--- config.mk ---
export PLATFORM = sky130hd
export DESIGN_NAME = pswallow_div
export DESIGN_NICKNAME = d
export VERILOG_FILES = /design/src/rtl/pswd_pkg.sv /design/src/rtl/pswd_main_cnt.sv /design/src/rtl/pswd_swallow_cnt.sv /design/src/rtl/pswd_flag_reg.sv /design/src/rtl/pswallow_div.sv
export SDC_FILE = /design/constraint.sdc
export NUM_CORES = 1
export LEC_CHECK = 0
export BUFFER_PORTS_ARGS = -buffer_cell sky130_fd_sc_hd__buf_2
export CORE_MARGIN = 1.5
export CORE_UTILIZATION = 50
export DETAILED_ROUTE_END_ITERATION = 6
export GPL_TIMING_DRIVEN = 0
export PLACE_DENSITY = 0.77
export SYNTH_ARGS = -nofsm -noshare
export SYNTH_HDL_FRONTEND = slang
export SYNTH_SLANG_ARGS = --single-unit
export TNS_END_PERCENT = 30
--- constraint.sdc ---
create_clock -name clk -period 3.7 [get_ports clk]
set_clock_uncertainty 0.15 [all_clocks]
set_input_delay 0.185 -clock clk [delete_from_list [all_inputs] [get_ports clk]]
set_output_delay 0.185 -clock clk [all_outputs]
set_load 0.01 [all_outputs]
--- src/rtl/pswd_pkg.sv ---
package pswd_pkg;

    localparam int MAIN_W    = 11;
    localparam int SWAL_W    = 6;
    localparam int CW_W      = MAIN_W + SWAL_W;
    localparam int PRESC_LOW = 32;

    typedef enum logic {
        MOD_BASE  = 1'b0,
        MOD_PLUS1 = 1'b1
    } modsel_e;

    typedef struct packed {
        logic [MAIN_W-1:0] m;
        logic [SWAL_W-1:0] a;
        logic              clamp;
    } div_cfg_t;

    function automatic div_cfg_t decode_word(input logic [CW_W-1:0] w);
        div_cfg_t          c;
        logic [MAIN_W-1:0] m_raw;
        logic [MAIN_W-1:0] a_ext;
        m_raw = w[CW_W-1:SWAL_W];
        c.m   = (m_raw == '0) ? MAIN_W'(1) : m_raw;
        a_ext = MAIN_W'(w[SWAL_W-1:0]);
        if (a_ext > c.m) begin
            c.a     = c.m[SWAL_W-1:0];
            c.clamp = 1'b1;
        end else begin
            c.a     = w[SWAL_W-1:0];
            c.clamp = 1'b0;
        end
        return c;
    endfunction

endpackage

--- src/rtl/pswd_main_cnt.sv ---
module pswd_main_cnt #(
    parameter int W = 11
) (
    input  logic         clk,
    input  logic         reload,
    input  logic [W-1:0] load_val,
    output logic         tc
);
    logic [W-1:0] cnt;

    always_ff @(posedge clk) begin
        if (reload) begin
            cnt <= load_val;
        end else begin
            cnt <= cnt - W'(1);
        end
    end

    assign tc = (cnt == '0);
endmodule

--- src/rtl/pswd_swallow_cnt.sv ---
module pswd_swallow_cnt #(
    parameter int W = 6
) (
    input  logic         clk,
    input  logic         reload,
    input  logic [W-1:0] load_val,
    output logic         active
);
    logic [W-1:0] cnt;

    always_ff @(posedge clk) begin
        if (reload) begin
            cnt <= load_val;
        end else if (cnt != '0) begin
            cnt <= cnt - W'(1);
        end
    end

    assign active = (cnt != '0);
endmodule

--- src/rtl/pswd_flag_reg.sv ---
module pswd_flag_reg (
    input  logic clk,
    input  logic reload,
    input  logic flag_in,
    output logic flag_q
);
    always_ff @(posedge clk) begin
        if (reload) begin
            flag_q <= flag_in;
        end
    end
endmodule

--- src/rtl/pswallow_div.sv ---
module pswallow_div
    import pswd_pkg::*;
(
    input  logic            clk,
    input  logic            rst,
    input  logic [CW_W-1:0] ctrl_word,
    output logic            mod_sel,
    output logic            fb_pulse,
    output logic            clamp_flag
);
    div_cfg_t          cfg;
    logic              tc;
    logic              reload;
    logic              swal_active;
    logic [MAIN_W-1:0] main_load;
    modsel_e           ms;

    always_comb cfg = decode_word(ctrl_word);

    // counters restart on reset or at terminal count
    assign reload    = rst | tc;
    assign main_load = cfg.m - MAIN_W'(1);

    pswd_main_cnt #(.W(MAIN_W)) u_main (
        .clk      (clk),
        .reload   (reload),
        .load_val (main_load),
        .tc       (tc)
    );

    pswd_swallow_cnt #(.W(SWAL_W)) u_swal (
        .clk      (clk),
        .reload   (reload),
        .load_val (cfg.a),
        .active   (swal_active)
    );

    pswd_flag_reg u_flag (
        .clk     (clk),
        .reload  (reload),
        .flag_in (cfg.clamp),
        .flag_q  (clamp_flag)
    );

    assign ms       = swal_active ? MOD_PLUS1 : MOD_BASE;
    assign mod_sel  = (ms == MOD_PLUS1);
    assign fb_pulse = tc;
endmodule

==> Flow_metrics.wiki <==
{| class="wikitable"
! Metric !! Value
|-
| Number of instances in the placed design || between 150 and 200
|-
| Cell Chain, Critical Path || or4_4, nor3_4, nor2_4, clkinv_2, buf_12, buf_4, mux2i_1, ha_1, nand4_1, nor2_1, xnor2_1
|-
| Wire length on met3 || 91 µm
|-
| Crit path max-delay cell type || sky130_fd_sc_hd__or4_4
|-
| RSZ-0062 raised after global routing || no
|-
| Syn Std Cell Area || about 0.0013 mm²
|-
| Post-CTS Hold Fix Bufs || 0
|-
| Post-route setup TNS || 0 ns
|-
| Largest fanout on the critical path || 10
|-
| Post-CTS setup-driven buffer insertion count || 0
|-
| Final setup violation count || 0
|-
| Number of global-route vias before repair || 1069
|-
| Synth Net Count || 171
|-
| Synth top area cells || sky130_fd_sc_hd__dfxtp_1, sky130_fd_sc_hd__edfxtp_1, sky130_fd_sc_hd__mux2i_1, sky130_fd_sc_hd__ha_1, sky130_fd_sc_hd__xor2_1
|-
| Count of placed standard cells in the final layout, fillers left out || 198
|-
| Detailed-routed wire length on met2 || 1400 µm
|-
| Routability congestion estimate || approximately 0.8
|-
| Synth Area per Inst || 9.17 µm²
|-
| Antenna-violating nets left || 0
|-
| Detailed-route vias per instance || 5.61
|-
| Kind of critical path || reg2reg
|-
| Antenna violations before repair || 0
|-
| Final HPWL DP || 2320 µm
|-
| Run status || finished, final reports clean
|-
| Share of Yosys cell area claimed by the top area cell type || 0.167
|-
| Final-report max-slew violation count || 0
|-
| N_diodes || 0
|-
| Post-synthesis to final-layout area growth || 12.4%
|-
| TritonCTS buffer count || 3
|-
| DRC Markers || 0
|-
| Final design area excluding fillers || 0.00148 mm²
|-
| Distinct cells, synth || 42
|-
| Cell type with the largest total area after synthesis || sky130_fd_sc_hd__dfxtp_1
|-
| Register bit count reported by yosys || 18
|-
| Peak supply drop || 0.264 mV
|-
| Number of detailed-routing iterations run before antenna repair || 4
|-
| Maximum achievable frequency || 333 MHz
|-
| Max clock buf depth || 2
|-
| Wire length per cell after detailed routing || 13.9 µm
|-
| Floorplan core area || 0.00248 mm²
|-
| Maximum number of pins on one net before global-route repair || 11
|-
| Worst Setup End Kind || flip-flop
|-
| Global-route wire length before repair || 4610 µm
|-
| Uppermost layer routed || met4
|-
| TritonCTS clock tree || yes
|-
| Predominant post-synthesis flop cell || sky130_fd_sc_hd__dfxtp_1
|-
| IO Port Bufs || 20
|-
| Clk root buf || sky130_fd_sc_hd__clkbuf_4
|-
| Sinks on the clock net || 18
|-
| Global-route usage over all layers || 0.219
|-
| Power Density || 351 mW/mm²
|-
| Gate Count Post-Synth || 144
|-
| Width of the die || 54.4 µm
|-
| Row count || 18
|-
| Tightest Pin Transition || 0.648 ns
|-
| Worst-skew pair later-pin latency || 0.28 ns
|-
| Cell area reported after detailed placement || 0.00146 mm²
|-
| Fill count || 222
|-
| Endpoints failing hold || 0
|-
| Top cells by count, synth || sky130_fd_sc_hd__nand2_1, sky130_fd_sc_hd__mux2i_1, sky130_fd_sc_hd__a21oi_1, sky130_fd_sc_hd__dfxtp_1, sky130_fd_sc_hd__inv_1
|-
| Total Wirelength || approximately 2800 µm
|-
| Most numerous cell in the Yosys netlist || sky130_fd_sc_hd__nand2_1
|-
| Number of I/O pins || 22
|-
| Async set or reset register ratio after synthesis || 0
|-
| Number of resized instances in the post-cts repair step || 0
|-
| Overall die height || 54.4 µm
|-
| Largest stage delay, worst path || 0.56 ns
|-
| # Max-Cap Violations || 0
|-
| Leakage power total || 0.000649 µW
|-
| Number of warning messages in the yosys log || 0
|-
| Required time at the worst-slack endpoint || 3.77 ns
|-
| Via count || 1110
|-
| Part of the cycle the worst path needs || 0.811
|-
| Portion of the post-synthesis area used by sequential elements || 0.326
|-
| Class of the worst hold path || in2reg
|-
| Number of nets at the end of the flow || between 150 and 200
|-
| H-tree depth reported by CTS || 1
|-
| Kind of launch point of the worst setup path || flip-flop
|-
| Global-route congestion overflow total || 0
|-
| CP Data Arrival Time || 3.07 ns
|-
| Die Area || 0.00296 mm²
|-
| Layout cells sized above 1 || 0.232
|-
| Finished Core Util || 0.599
|-
| Slew HR || 0.564
|-
| Wl on met1 || 1240 µm
|-
| Count of routing violations after the opening detailed-route iteration || 19
|-
| Final Critical Period || 3.00 ns
|-
| Number of synthesized flops with an enable pin || 7
|-
| Clock-pin slew reported for the worst setup and hold paths after clock tree synthesis || 0.10 ns
|-
| Initial standard-cell utilization of the core || 0.533
|}
-- placed cells by master, fill, tap and decap left out, drive strengths merged, types with 3 or more instances in the layout --
| cell | count |
|---|---|
| buf | 23 |
| nand2 | 13 |
| mux2i | 12 |
| a21oi | 12 |
| inv | 11 |
| dfxtp | 11 |
| nor2 | 10 |
| xor2 | 9 |
| ha | 8 |
| edfxtp | 7 |
| nand3 | 5 |
| o21ai | 4 |
| nor3 | 4 |
| clkbuf | 4 |
| nand4 | 3 |
| nand2b | 3 |
| a22oi | 3 |
-- critical path: cells and delay by family (launching register included) --
kind          cells  cell delay [ns]
buf+inv           3             0.42
xor+xnor          1             0.13
fa+ha+maj         1             0.27
flops             1             0.33
simple gates      5             1.39
mux               1             0.26
-- layer usage --
metal	GRT usage	vias up
li1	-	570
met2	0.384	18
met3	0.0492	6
met4	0.0542	0
met5	0	-
met1	0.269	516
-- cell type report --
type                       count  area (µm²)  area share
clock buffer                   4        26.3      0.0177
inverter                      12        46.3      0.0312
sequential                    18         430       0.290
multi-input combinational    111         811       0.546
buffer                         3        32.5      0.0219
tap                           30        37.5      0.0253
timing repair buffer          20         100      0.0675
-- worst paths after layout --
| kind | cells after the start | end | slack [ns] | start |
|---|---|---|---|---|
| max | 11 | u_main.cnt[10] | 0.70 | u_main.cnt[10] |
| max reg2reg | 11 | u_main.cnt[10] | 0.70 | u_main.cnt[10] |
| min | 3 | u_main.cnt[10] | 0.07 | ctrl_word[16] |
| min reg2reg | 1 | u_main.cnt[0] | 0.39 | u_main.cnt[0] |
-- metrics by stage --
stage          setup WS [ns]  hold slack (ns)  total power, µW
6_report               0.700           0.0676              521
3_5_place_dp           0.567            0.373              427
4_1_cts                0.673           0.0702              525
2_1_floorplan          0.997            0.181              380
3_3_place_gp           0.647            0.337              416
5_1_grt                0.526           0.0540              559
-- registers in the layout, summed over array words and instances, names as in the netlist --
| register | count |
|---|---|
| u_main.cnt | 11 |
| u_swal.cnt | 6 |
| u_flag.flag_q | 1 |
-- logic make-up after synthesis --
family | Yosys count | share of synthesized area
and+or+nand+nor | 52 | 0.228
AOI/OAI and AO/OA | 28 | 0.146
DFF | 18 | 0.326
buffers and inverters | 15 | 0.0597
muxes | 12 | 0.0910
xor gates and xnor gates | 11 | 0.0730
adders and majority gates | 8 | 0.0758
-- report_power, final --
| group | internal (µW) | switching [µW] |
|---|---|---|
| Clock | 41.8 | 57.2 |
| Combinational | 68.3 | 85.8 |
| Sequential | 244 | 23.0 |
Note: power is estimated with default switching activity, not from simulation.
